==> src/rtl/syn_pkg.sv <==
package syn_pkg;
  function automatic logic [7:0] bump_count(input logic [7:0] cnt, input logic coinc);
    return coinc ? cnt + 8'd1 : cnt;
  endfunction

  function automatic logic count_reached(input logic [7:0] cnt_next, input logic [7:0] sens);
    return (sens != 8'd0) && (cnt_next >= sens);
  endfunction
endpackage

==> src/rtl/syn_sens_reg.sv <==
module syn_sens_reg #(
  parameter int SENS_W = 4
) (
  input  logic              clk,
  input  logic              rst_n,
  input  logic              wr_i,
  input  logic [SENS_W-1:0] data_i,
  output logic [SENS_W-1:0] sens_o,
  output logic              enable_o
);
  always_ff @(posedge clk or negedge rst_n) begin
    if (!rst_n) sens_o <= '0;
    else if (wr_i) sens_o <= data_i;
  end

  assign enable_o = (sens_o != '0);

  // sensitivity changes only through a write
  a_r9_sens_hold: assert property (@(posedge clk) disable iff (!rst_n)
    !$past(wr_i) |-> $stable(sens_o));
endmodule

==> src/rtl/syn_cell.sv <==
module syn_cell
  import syn_pkg::*;
#(
  parameter int SENS_W = 4
) (
  input  logic              clk,
  input  logic              rst_n,
  input  logic              step_i,
  input  logic              pre_i,
  input  logic              post_i,
  input  logic              load_i,
  input  logic              load_w_i,
  input  logic [SENS_W-1:0] sens_i,
  input  logic              enable_i,
  output logic              weight_o,
  output logic              toggle_o
);
  localparam int CNT_W = SENS_W;

  logic [CNT_W-1:0] cnt_q;
  logic [7:0]       cnt_wide;
  logic             hit_evt;
  logic             flip_evt;

  assign hit_evt  = step_i && enable_i && pre_i && post_i;
  assign cnt_wide = bump_count(8'(cnt_q), hit_evt);
  assign flip_evt = hit_evt && count_reached(cnt_wide, 8'(sens_i));

  always_ff @(posedge clk or negedge rst_n) begin
    if (!rst_n) begin
      cnt_q    <= '0;
      weight_o <= 1'b0;
      toggle_o <= 1'b0;
    end else if (load_i) begin
      cnt_q    <= '0;
      weight_o <= load_w_i;
      toggle_o <= 1'b0;
    end else begin
      toggle_o <= flip_evt;
      if (flip_evt) begin
        cnt_q    <= '0;
        weight_o <= ~weight_o;
      end else if (hit_evt) begin
        cnt_q    <= cnt_wide[CNT_W-1:0];
      end
    end
  end

  a_r5_toggle_flips: assert property (@(posedge clk) disable iff (!rst_n)
    toggle_o |-> (weight_o != $past(weight_o)));
  a_r4_clear_on_flip: assert property (@(posedge clk) disable iff (!rst_n)
    toggle_o |-> (cnt_q == '0));
  a_r8_hold_no_step: assert property (@(posedge clk) disable iff (!rst_n)
    (!$past(step_i) && !$past(load_i)) |-> ($stable(weight_o) && !toggle_o));
  a_r7_disabled: assert property (@(posedge clk) disable iff (!rst_n)
    ($past(sens_i) == '0 && !$past(load_i)) |-> (!toggle_o && $stable(cnt_q)));
  a_r2_load: assert property (@(posedge clk) disable iff (!rst_n)
    $past(load_i) |-> (weight_o == $past(load_w_i) && cnt_q == '0 && !toggle_o));
endmodule

==> src/rtl/coin_syn_array.sv <==
module coin_syn_array #(
  parameter int N_SYN  = 8,
  parameter int SENS_W = 4
) (
  input  logic              clk,
  input  logic              rst_n,
  input  logic              step_i,
  input  logic [N_SYN-1:0]  pre_spk_i,
  input  logic [N_SYN-1:0]  post_spk_i,
  input  logic              sens_wr_i,
  input  logic [SENS_W-1:0] sens_data_i,
  input  logic              load_i,
  input  logic [N_SYN-1:0]  load_w_i,
  output logic [N_SYN-1:0]  weight_o,
  output logic [N_SYN-1:0]  toggle_o
);
  logic [SENS_W-1:0] sens_q;
  logic              enable_w;

  syn_sens_reg #(.SENS_W(SENS_W)) u_sens (
    .clk(clk), .rst_n(rst_n), .wr_i(sens_wr_i), .data_i(sens_data_i),
    .sens_o(sens_q), .enable_o(enable_w)
  );

  for (genvar i = 0; i < N_SYN; i++) begin : g_syn
    syn_cell #(.SENS_W(SENS_W)) u_cell (
      .clk(clk), .rst_n(rst_n), .step_i(step_i),
      .pre_i(pre_spk_i[i]), .post_i(post_spk_i[i]),
      .load_i(load_i), .load_w_i(load_w_i[i]),
      .sens_i(sens_q), .enable_i(enable_w),
      .weight_o(weight_o[i]), .toggle_o(toggle_o[i])
    );
  end

  // nothing flips straight out of reset
  a_r1_reset_quiet: assert property (@(posedge clk) disable iff (!rst_n)
    $rose(rst_n) |-> (toggle_o == '0));
endmodule

==> config.mk <==
export PLATFORM = sky130hd
export DESIGN_NAME = coin_syn_array
export DESIGN_NICKNAME = d
export VERILOG_FILES = /design/src/rtl/syn_pkg.sv /design/src/rtl/syn_sens_reg.sv /design/src/rtl/syn_cell.sv /design/src/rtl/coin_syn_array.sv
export SDC_FILE = /design/constraint.sdc
export NUM_CORES = 1
export LEC_CHECK = 0
export BUFFER_PORTS_ARGS = -buffer_cell sky130_fd_sc_hd__buf_2
export CORE_UTILIZATION = 55
export CTS_BUF_LIST = sky130_fd_sc_hd__clkbuf_8
export DETAILED_ROUTE_END_ITERATION = 7
export PLACE_DENSITY = 0.77
export SLEW_MARGIN = 20
export SYNTH_ARGS = -nofsm -noshare
export SYNTH_HDL_FRONTEND = slang
export SYNTH_SLANG_ARGS = --single-unit
==> constraint.sdc <==
create_clock -name clk -period 3.8 [get_ports clk]
set_clock_uncertainty 0.15 [all_clocks]
set_input_delay 0.38 -clock clk [delete_from_list [all_inputs] [get_ports clk]]
set_output_delay 0.38 -clock clk [all_outputs]
set_load 0.02 [all_outputs]
* Yosys cells after proc, flatten, opt, wreduce, memory -nomap -nowiden
Cells that the tools add are included.
** Storage, ports and cells
- Bits of input ports :: 33
- Memory bits (read-only) :: 0
- Word-level logic and storage cells :: 155
- Flip-flop bits (word level) :: 52
- Bits in latches :: 0
- Memories kept :: 0
- RAM bits :: 0
** Operators by class
- Divide/modulo/power cells :: 0
- Bitwise operators :: 8
- Multiplexer cells :: 56
- Shifts and indexed selects :: 0
- $mul :: 0
- Add/sub/neg operators :: 8
- Equality and inequality tests :: 0
- Reductions and logical operators :: 50
- Magnitude comparators :: 8
** Operators with widths (number)
- $mux 4 :: 24
- $ge 8x4->1 :: 8
- $mux 8 :: 8
- $add 4x1->5 const B :: 8
- $logic_and 1x1->1 :: 33
- $mux 1 :: 24
- $reduce_bool 3->1 :: 8
- $reduce_bool 2->1 :: 8
- $not 1->1 :: 8
- $reduce_bool 4->1 :: 1

* Logic depth before layout (Yosys ltp)
- Word-level depth :: 10
- Depth in mapped cells :: 10
- Gate-level depth less buffers :: 9

* Cells and area by module
Synthesis repeated with hierarchy kept, for this count alone.
** Second synthesis, totals
- Cells, all modules :: 353
- Area total of the unflattened synthesis :: 3465.8 µm²
** Modules (own cells, without submodules)
- syn_cell :: cells each 43, area an instance 414.1 µm², times used 8, sequential area each 150.1 µm²
- syn_sens_reg :: cells each 9, area an instance 152.6 µm², times used 1, sequential area each 100.1 µm²

* Worst setup path before layout
No wires, ideal clock.
- Path kind :: register to register
- Start :: register u_sens.sens_o[1]
- End :: register g_syn[2].u_cell.toggle_o
- Data required time :: 3.518 ns
- Stages on the path, launching flop included :: 11
- Clock period less this slack :: 2.814 ns
- Path slack :: 0.986 ns
- Path buffers :: 1
- Arrival time :: 2.532 ns
- Path through :: dfrtp_1 o41a_4 buf_12 nand2_4 mux2i_1 inv_1 ha_1 or3b_2 o2111ai_1 a21oi_1 nor2b_1
** On the way
- Longest elaborated chain between the ends :: 9
** RTL lines
- start: declaration :: line syn_sens_reg.sv:8 : output logic [SENS_W-1:0] sens_o,
- start signal: assignment :: line syn_sens_reg.sv:13 : else if (wr_i) sens_o <= data_i;
- $reduce_bool 4->1 :: line syn_pkg.sv:7, syn_sens_reg.sv:16
- $logic_and 1x1->1 (3 in series) :: line syn_cell.sv:25 : assign hit_evt = step_i && enable_i && pre_i && post_i;
- $mux 8 :: line syn_pkg.sv:3 : return coinc ? cnt + 8'd1 : cnt;
- $ge 8x4->1 :: line syn_pkg.sv:7 : return (sens != 8'd0) && (cnt_next >= sens);
- $logic_and 1x1->1 :: line syn_pkg.sv:7
- $logic_and 1x1->1 (*) :: line syn_cell.sv:27 : assign flip_evt = hit_evt && count_reached(cnt_wide, 8'(sens_i));
- $mux 1 (*) :: line syn_cell.sv:34 : end else if (load_i) begin
- end signal: assignment :: line syn_cell.sv:39 : toggle_o <= flip_evt;
- end: declaration :: line syn_cell.sv:16 : output logic toggle_o
Mark *: on every way between the ends. The rest lies on a longest branch, timed or not.
A chain may end at the register's enable or synchronous reset.

* Final worst setup path
- Start :: register u_sens.sens_o[0]
- End :: register g_syn[3].u_cell.toggle_o
** On the way
- Longest elaborated chain between the ends :: 9
** RTL lines (line)
- $reduce_bool 4->1 :: syn_pkg.sv:7, syn_sens_reg.sv:16
- $logic_and 1x1->1 (3 in series) :: syn_cell.sv:25
- $mux 8 :: syn_pkg.sv:3
- $ge 8x4->1 :: syn_pkg.sv:7
- $logic_and 1x1->1 :: syn_pkg.sv:7
- $logic_and 1x1->1 (*) :: syn_cell.sv:27
- $mux 1 (*) :: syn_cell.sv:34
- end signal: assignment :: syn_cell.sv:39
- end: declaration :: syn_cell.sv:16
Marked as above.

==> metrics.txt <==
outcome=completed; YS warnings=0; Tot Pwr=1.16 mW; clock-pin slew on the worst setup and hold paths=90 ps; Final ANT Viol Nets=0; Final min period=3280 ps; first-pass GRT wire length=11400 um; register area=1300 um2; FFs w/ async S/R, synth=100%; Syn Inst Count=344; RSZ-0062 raised after global routing=false; initial antenna violation count=0; TNS Setup=0 ps; row cnt=28; top post-synthesis cells by count=dfrtp_1 (52), ha_1 (40), nor3_1 (28); vias per cell=5.69; P_leak=2.08 nW; Tcrit/Tclk final=86.3%; number of enable flip-flop cells after synthesis=0; Routed WL per cell=14.7 um; Crit. End Element=flop; Synth area leaders=dfrtp_1 (36%), ha_1 (14%), nor3_1 (3.9%), xor2_1 (3.9%), nand3_1 (3.4%); final setup fails=0; Syn-to-layout area delta=7.54%; post-synth cell types=35; multi-input logic area=1970 um2; Die Ht=82.5 um; 1st-iter DRT viols=75; #FFs+latches synth=52; total CTS buffers=5; Initial Util=58.5%; CTS HTree Levels=2; Achievable Freq=305 MHz; CTS Buffer Depth=2; placed standard-cell area=3730 um2; Slew HR=33.0%; global router's overall resource usage=22.1%; Synth Flop Type=dfrtp_1; count leader, synth=dfrtp_1; Die Footprint=6810 um2; Max Cap Viol=0; Die Width=82.5 um; number of failing hold endpoints at the final stage=0; largest net degree at the start of global routing=56; post-synth top area share=36.5%; mapped cell area=3570 um2; Core Area=6100 um2; clock latency at the later pin of the worst-skew pair=310 ps; PwrDens=303 nW/um2; DRC Markers=0; # clock sinks=52; post-synthesis sequential area ratio=36.5%; drt first pass iters=4; Worst Tran Pin Value=1010 ps; # IOs=49; Slew Limit Fails=0; placer congestion estimate=0.827; Final nets=451; WP data required=3810 ps; filler cell count in the final layout=504; cts repair resizes=0; GRT overflow=0; CTS Hold Bufs=1; setup repair bufs after CTS=0; CP arrival=3290 ps; final instance area=3830 um2; WL final=6650 um; CP Launch Type=flop; Mean Syn Cell Area=10.4 um2; Post-Syn Nets=417; vias in the first global route=2627; path type of the worst setup path=flop to flop; pre-CTS setup slack=546 ps; port bufs=48; CTS tree=built; post-route setup slack=522 ps; diode count=0; Critical Path Fanout Max=24; Worst VDD drop=0.000159 V; hpwl dp=4940 um; clk root buf=clkbuf_8; Synth area leader=dfrtp_1; worst hold-check path type=input port to flop; layout cells sized above 1=23.2%; via count=2585
[worst paths after layout]
kind	slack, ps	from	endpoint	depth (start not counted)
setup / recovery	520	u_sens.sens_o[0]$_DFFE_PN0P_	g_syn[3].u_cell.toggle_o$_DFF_PN0_	9
hold / removal	150	sens_data_i[2]	u_sens.sens_o[2]$_DFFE_PN0P_	3
setup reg to reg	520	u_sens.sens_o[0]$_DFFE_PN0P_	g_syn[3].u_cell.toggle_o$_DFF_PN0_	9
hold reg to reg	400	g_syn[7].u_cell.weight_o$_DFFE_PN0P_	g_syn[7].u_cell.weight_o$_DFFE_PN0P_	2
max in group asynchronous	2270	rst_n	g_syn[7].u_cell.toggle_o$_DFF_PN0_	3
min in group asynchronous	460	rst_n	g_syn[6].u_cell.cnt_q[1]$_DFFE_PN0P_	2
[registers in the layout (all words and copies together), names as in the netlist]
register,flops
g_syn.u_cell.weight_o,8
u_sens.sens_o,4
g_syn.u_cell.cnt_q,32
g_syn.u_cell.toggle_o,8
[per-stage QoR]
step	hold slack (ps)	instances	utilization [%]
5_1_grt	151	454	62.9
3_5_place_dp	276	445	61.2
6_report	147	454	62.9
4_1_cts	147	454	62.9
2_1_floorplan	-65.6	344	-
3_3_place_gp	274	445	61.2
[where the power goes]
group / switching [mW] / internal, mW
logic: 0.139 / 0.0945
clock network: 0.181 / 0.146
registers: 0.0221 / 0.578
[final cells by class]
| type | count | share of cell area, % |
|---|---|---|
| Tap cell | 75 | 2.45 |
| Inverter | 27 | 2.64 |
| Clock buffer | 6 | 2.15 |
| Clock inverter | 2 | 0.261 |
| Timing Repair Buffer | 52 | 7.11 |
| Multi-Input combinational cell | 240 | 51.5 |
| Sequential cell | 52 | 33.9 |
[kinds of logic after synthesis]
kind of cell / count (synthesis) / synth area share, %
xor+xnor: 24 / 6.74
compound gates: 44 / 10.0
simple gates: 123 / 22.0
fa+ha+maj: 40 / 14.0
mux: 9 / 2.56
flops: 52 / 36.5
buf+inv: 52 / 8.18
[worst max-delay path, cell delays in order (launching register included)]
cell and delay, ps:
dfrtp_1 550, o41a_4 610, nand2_1 260, mux2i_1 250, inv_1 80, ha_1 200, or3b_2 460, o2111ai_1 170
a21oi_1 210, nor2b_1 180
[cell usage in the layout (no fill, tap or decap), types with 2 or more instances in the layout]
| master | instances |
|---|---|
| and3_1 | 18 |
| buf_2 | 48 |
| buf_4 | 3 |
| ha_1 | 40 |
| and3_4 | 2 |
| xor2_1 | 16 |
| clkbuf_8 | 6 |
| xnor2_2 | 4 |
| mux2i_1 | 8 |
| dfrtp_1 | 52 |
| a22oi_1 | 8 |
| and3_2 | 4 |
| a211oi_1 | 8 |
| nor3_2 | 4 |
| nand3_1 | 24 |
| and2_1 | 7 |
| a21oi_1 | 8 |
| nand2_1 | 7 |
| o21ai_0 | 3 |
| a2111o_1 | 8 |
| or3b_2 | 8 |
| nand2_8 | 3 |
| nor2b_1 | 16 |
| o2111ai_1 | 8 |
| xnor2_1 | 4 |
| inv_1 | 27 |
| nor3_1 | 28 |
| clkinv_2 | 2 |
[layer usage]
metal / global-route usage [%] / routed length, um
met4: 7.59 / 97
met1: 26.6 / 2950
met3: 3.85 / 189
met2: 39.7 / 3420
met5: 0 / 0
Note: power is estimated with default switching activity, not from simulation.
